==> src/rtl/ctl_ep_pkg.sv <==
package ctl_ep_pkg;

    localparam int REG_W     = 8;
    localparam int MODE_W    = 4;
    localparam int ACK_BIT   = 4;
    localparam int OUT_BIT   = 5;
    localparam int IN_BIT    = 6;
    localparam int SETUP_BIT = 7;
    localparam int FLAG_CNT  = 3;   // sticky flags handled generically: ack, out, in

    typedef enum logic [1:0] {
        WIN_IDLE  = 2'd0,
        WIN_TOKEN = 2'd1,
        WIN_HOLD  = 2'd2
    } win_state_t;

endpackage

==> src/rtl/ctl_ep_setup_window.sv <==
module ctl_ep_setup_window
    import ctl_ep_pkg::*;
(
    input  logic clk,
    input  logic rst_n,
    input  logic setup_tok,
    input  logic in_tok,
    input  logic out_tok,
    input  logic data_start,
    input  logic ack_sent,
    output logic hold_now
);

    win_state_t state_q, state_d;

    always_ff @(posedge clk or negedge rst_n) begin
        if (!rst_n) state_q <= WIN_IDLE;
        else        state_q <= state_d;
    end

    always_comb begin
        state_d  = state_q;
        hold_now = 1'b0;
        unique case (state_q)
            WIN_IDLE: begin
                if (setup_tok) state_d = WIN_TOKEN;
            end
            WIN_TOKEN: begin
                if (data_start) begin
                    state_d  = WIN_HOLD;
                    hold_now = 1'b1;
                end else if (in_tok || out_tok) begin
                    state_d = WIN_IDLE;
                end
            end
            WIN_HOLD: begin
                if (ack_sent) state_d = WIN_IDLE;
                else          hold_now = 1'b1;
            end
            default: state_d = WIN_IDLE;
        endcase
    end

    // the hold state always ends on the ACK-start strobe
    assert_hold_exit_R9: assert property (@(posedge clk) disable iff (!rst_n)
        (state_q == WIN_HOLD && ack_sent) |=> (state_q == WIN_IDLE));

    // entry to hold only from the token state on data start
    assert_hold_entry_R9: assert property (@(posedge clk) disable iff (!rst_n)
        (state_q == WIN_IDLE) |=> (state_q != WIN_HOLD));

endmodule

==> src/rtl/ctl_ep_mode_field.sv <==
module ctl_ep_mode_field #(
    parameter int W = 4
) (
    input  logic         clk,
    input  logic         rst_n,
    input  logic         wr,
    input  logic [W-1:0] wdata,
    output logic [W-1:0] mode_q
);

    always_ff @(posedge clk or negedge rst_n) begin
        if (!rst_n)  mode_q <= '0;
        else if (wr) mode_q <= wdata;
    end

    // mode follows the last write
    assert_mode_load_R2: assert property (@(posedge clk) disable iff (!rst_n)
        wr |=> (mode_q == $past(wdata)));

    assert_mode_hold_R2: assert property (@(posedge clk) disable iff (!rst_n)
        !wr |=> $stable(mode_q));

endmodule

==> src/rtl/ctl_ep_flag_bit.sv <==
module ctl_ep_flag_bit (
    input  logic clk,
    input  logic rst_n,
    input  logic set,
    input  logic clr,
    output logic q
);

    always_ff @(posedge clk or negedge rst_n) begin
        if (!rst_n)   q <= 1'b0;
        else if (set) q <= 1'b1;
        else if (clr) q <= 1'b0;
    end

    // set beats a clear in the same cycle
    assert_set_wins_R3: assert property (@(posedge clk) disable iff (!rst_n)
        set |=> q);

    // a lone clear takes effect
    assert_clear_takes_R4: assert property (@(posedge clk) disable iff (!rst_n)
        (clr && !set) |=> !q);

endmodule

==> src/rtl/ctl_ep_status_reg.sv <==
module ctl_ep_status_reg
    import ctl_ep_pkg::*;
(
    input  logic        clk,
    input  logic        rst_n,
    input  logic        sie_setup_tok,
    input  logic        sie_in_tok,
    input  logic        sie_out_tok,
    input  logic        sie_setup_data_start,
    input  logic        sie_ack_sent,
    input  logic        sie_ack_done,
    input  logic        cpu_wr,
    input  logic        cpu_rd,
    input  logic [7:0]  cpu_wdata,
    output logic [7:0]  rdata
);

    logic              hold_now;
    logic [MODE_W-1:0] mode_q;
    logic [FLAG_CNT-1:0] flag_set, flag_clr, flag_q;
    logic              setup_q;
    logic [REG_W-1:0]  reg_val;

    ctl_ep_setup_window win_i (
        .clk        (clk),
        .rst_n      (rst_n),
        .setup_tok  (sie_setup_tok),
        .in_tok     (sie_in_tok),
        .out_tok    (sie_out_tok),
        .data_start (sie_setup_data_start),
        .ack_sent   (sie_ack_sent),
        .hold_now   (hold_now)
    );

    ctl_ep_mode_field #(.W(MODE_W)) mode_i (
        .clk    (clk),
        .rst_n  (rst_n),
        .wr     (cpu_wr),
        .wdata  (cpu_wdata[MODE_W-1:0]),
        .mode_q (mode_q)
    );

    // Index 0 = ack, 1 = out, 2 = in; register bit = ACK_BIT + index.
    always_comb begin
        flag_set[0] = sie_ack_done;
        flag_set[1] = sie_out_tok;
        flag_set[2] = sie_in_tok;
        flag_clr[0] = cpu_wr && !cpu_wdata[ACK_BIT];
        flag_clr[1] = (cpu_wr && !cpu_wdata[OUT_BIT]) || sie_in_tok  || sie_setup_tok;
        flag_clr[2] = (cpu_wr && !cpu_wdata[IN_BIT])  || sie_out_tok || sie_setup_tok;
    end

    for (genvar g = 0; g < FLAG_CNT; g++) begin : g_flag
        ctl_ep_flag_bit flag_i (
            .clk   (clk),
            .rst_n (rst_n),
            .set   (flag_set[g]),
            .clr   (flag_clr[g]),
            .q     (flag_q[g])
        );
    end

    ctl_ep_flag_bit setup_i (
        .clk   (clk),
        .rst_n (rst_n),
        .set   (sie_setup_tok || hold_now),
        .clr   (cpu_wr || sie_in_tok || sie_out_tok),
        .q     (setup_q)
    );

    assign reg_val = {setup_q, flag_q, mode_q};
    assign rdata   = cpu_rd ? reg_val : '0;

    // inside the forced window the SETUP flag reads high next cycle
    assert_setup_forced_R7: assert property (@(posedge clk) disable iff (!rst_n)
        hold_now |=> reg_val[SETUP_BIT]);

    // a write with no SETUP source clears the flag
    assert_setup_write_clear_R6: assert property (@(posedge clk) disable iff (!rst_n)
        (cpu_wr && !sie_setup_tok && !hold_now) |=> !reg_val[SETUP_BIT]);

endmodule

==> config.mk <==
export PLATFORM = sky130hd
export DESIGN_NAME = ctl_ep_status_reg
export DESIGN_NICKNAME = d
export VERILOG_FILES = /design/src/rtl/ctl_ep_pkg.sv /design/src/rtl/ctl_ep_setup_window.sv /design/src/rtl/ctl_ep_mode_field.sv /design/src/rtl/ctl_ep_flag_bit.sv /design/src/rtl/ctl_ep_status_reg.sv
export SDC_FILE = /design/constraint.sdc
export NUM_CORES = 1
export LEC_CHECK = 0
export BUFFER_PORTS_ARGS = -buffer_cell sky130_fd_sc_hd__buf_2
export CORE_UTILIZATION = 30
export DETAILED_ROUTE_END_ITERATION = 8
export PLACE_DENSITY = 0.53
export RECOVER_POWER = 25
export SLEW_MARGIN = 10
export SYNTH_ARGS = -nofsm -noshare
export SYNTH_HDL_FRONTEND = slang
export SYNTH_HIERARCHICAL = 1
export SYNTH_SLANG_ARGS = --single-unit
==> constraint.sdc <==
create_clock -name clk -period 3.35 [get_ports clk]
set_input_delay 0.5025 -clock clk [delete_from_list [all_inputs] [get_ports clk]]
set_output_delay 0.5025 -clock clk [all_outputs]
set_load 0.05 [all_outputs]
==> impl_metrics.py <==
metrics = {
    "setup_path": {
        "crit_type": "reg2reg",
        "crit_chain": "inv_1 > ha_1 > or4b_1 > and3_4 > mux2_4",
        "cp_data_arrival_time_ns": 1.85,
        "slowest_delay_ns": 0.43,
        "worstPathRequired_ns": 3.50,
        "critPathCaptureType": "flip-flop",
        "reg2reg_depth": 5,
        "critPathLaunch": "win_i/state_q[1]",
        "r2r-start": "win_i/state_q[1]",
        "cp-start-kind": "flip-flop",
        "critPathMaxFanout": 4,
        "crit_slowest_cell": "or4b_1",
    },
    "sta": {
        "clock.fmax_mhz": 588,
        "period_share": 0.507,
        "slew_violations": 0,
        "fin_hold_ws_ns": 0.195,
        "report.final.hold_viol_count": 0,
        "worst_pin_slew_ns": 0.562,
        "setup_tns_ns": 0,
        "slew_headroom": 0.625,
        "min_period_ns": 1.70,
        "finalSetupViolations": 0,
        "rsz0062_at_grt": "false",
        "fin_skew_ns": 0.000302,
        "setup_slack_ns": 1.65,
    },
    "clock_network": {
        "cts_root_buffer": "clkbuf_4",
        "holdBufCountCts": 0,
        "cts_repair_resize_count": 0,
        "clock_latency_ns": 0.26,
        "numCtsBuffers": 3,
        "clkTransAtPathRegs_ns": 0.07,
        "cts_setup_buffers": 0,
        "cts.path.max_buffers": 2,
        "cts_tree": "done",
        "cts.sinks": 10,
        "htree_levels": 1,
    },
    "finish": {
        "antenna_cells": 0,
        "final_cell_area_um2": 742,
        "multi_input_area_um2": 279,
        "drive_above_1_share": 0.425,
        "num-nets-final": 103,
        "regArea_um2": 250,
        "layoutNonFillerInstCount": 105,
        "fillCellCount": 188,
        "area_delta_synth_final_pct": 33.6,
        "final_util": 0.430,
    },
    "placed_design": {
        "gp_congestion": 0.709,
        "placed_area_um2": 707,
        "io_buffers": 24,
        "dp_slack_ns": 1.61,
        "dp_cells": 101,
        "dp_hpwl_um": 826,
    },
    "yosys": {
        "synth.distinct_cells": 17,
        "synthCells": 52,
        "syn_area_per_cell_um2": 10.7,
        "yosys_register_bits": 10,
        "ys_seq_area_frac": 0.450,
        "yosysWarnings": 6,
        "syn_nets": 74,
        "netlist_area_um2": 556,
    },
    "drt": {
        "avgViaCountPerCell": 4.09,
        "dr_total_vias": 429,
        "ant_nets": 0,
        "drt_iter0_markers": 1,
        "wl_um": 1030,
        "drcViolationCount": 0,
        "first_pass_iters": 4,
        "wl_per_cell_um": 9.82,
    },
    "global_routing": {
        "grt-ovfl-total": 0,
        "grt_max_degree": 11,
        "antenna_found_initial": 0,
        "grt_pass1_vias": 364,
        "track_usage": 0.111,
        "grt_pass1_wl_um": 1540,
    },
    "outcome": {
        "outcome": "completed",
    },
    "floorplanning": {
        "die_h_um": 45.0,
        "rows": 15,
        "pin_count": 26,
        "core_area_um2": 1730,
        "die_width_um": 45.0,
        "die_area_um2": 2030,
        "start_util": 0.322,
    },
    "run": {
        "maxCapViolCount": 0,
    },
    "power": {
        "cellPowerDensity_nw_per_um2": 577,
        "leakage_nw": 0.408,
        "total_power_mw": 0.428,
        "ir_drop_v": 0.000247,
    },
    "worst_hold_path": {
        "hold_path_class": "in2async",
    },
}
-- cells in the final DEF, fill, tap and decap left out, types with 2 or more instances in the layout --
cell type,n
a21o_1,4
and2_1,8
buf_2,23
clkbuf_4,3
dfrtp_1,10
ha_1,4
inv_1,7
mux2_2,4
nand2b_1,2
nor2_1,3
o21ai_0,2
-- metal layers --
layer	part of all wire	wire length, um	vias to the layer above	global-route usage
li1	-	-	226	-
met1	0.44	451	191	0.129
met2	0.50	520	12	0.177
met3	0.058	60	0	0.0320
met4	0	0	0	0.0727
met5	0	0	-	0
-- worst paths after layout --
path                                           end  slack (ns)
min in group clk                g_flag[0].flag_i/q        0.42
worst max register to register    win_i/state_q[0]        1.65
worst min-delay path              mode_i/mode_q[2]        0.20
max in group asynchronous       g_flag[2].flag_i/q        2.78
worst min register to register           setup_i/q        0.47
worst max-delay path              win_i/state_q[0]        1.65
-- synthesized netlist by cell type --
| master | n | area, um^2 |
|---|---|---|
| a21o_1 | 4 | 30.0 |
| or2_2 | 1 | 6.26 |
| mux2i_1 | 1 | 10.0 |
| inv_1 | 7 | 26.3 |
| and2_1 | 8 | 50.1 |
| o21ai_0 | 2 | 10.0 |
| nand2_1 | 1 | 3.75 |
| a21boi_0 | 1 | 7.51 |
| or3_1 | 1 | 6.26 |
| nand2b_1 | 2 | 12.5 |
| ha_1 | 4 | 50.1 |
| mux2_2 | 4 | 45.0 |
| dfrtp_1 | 10 | 250 |
| nor2_1 | 3 | 11.3 |
| or4b_1 | 1 | 10.0 |
| and3_4 | 1 | 11.3 |
| mux2_4 | 1 | 15.0 |
-- cell families (layout without fill, tap and decap cells) --
logic type / count (synthesis) / after routing / synth area share
buf+inv: 7 / 35 / 0.0473
compound gates: 7 / 7 / 0.0856
flops: 10 / 10 / 0.450
simple gates: 18 / 18 / 0.200
fa+ha+maj: 4 / 4 / 0.0901
mux: 6 / 6 / 0.126
-- final cells by class --
class / count / share of cell area
Sequential cell: 10 / 0.337
Timing Repair Buffer: 24 / 0.160
Clock buffer: 4 / 0.0489
Inverter: 7 / 0.0354
Tap cell: 25 / 0.0422
Multi-Input combinational cell: 35 / 0.376
-- critical path: cells and delay by family (launching register included) --
family,cells,cell delay [ns]
buffers and inverters,1,0.12
and+or+nand+nor,2,0.62
adders and majority gates,1,0.17
DFF,1,0.38
muxes,1,0.29
-- sequential cells by signal, indices dropped and copies added, names as in the netlist --
register         cells
g_flag.flag_i/q      3
mode_i/mode_q        4
setup_i/q            1
win_i/state_q        2
-- power breakdown --
part	leakage (nW)	internal (mW)	total, mW	switching, mW
sequential	0.116	0.144	0.155	0.0112
clock	0.0210	0.0659	0.108	0.0424
combinational	0.271	0.0777	0.165	0.0869
(Power assumes the default switching activity.)
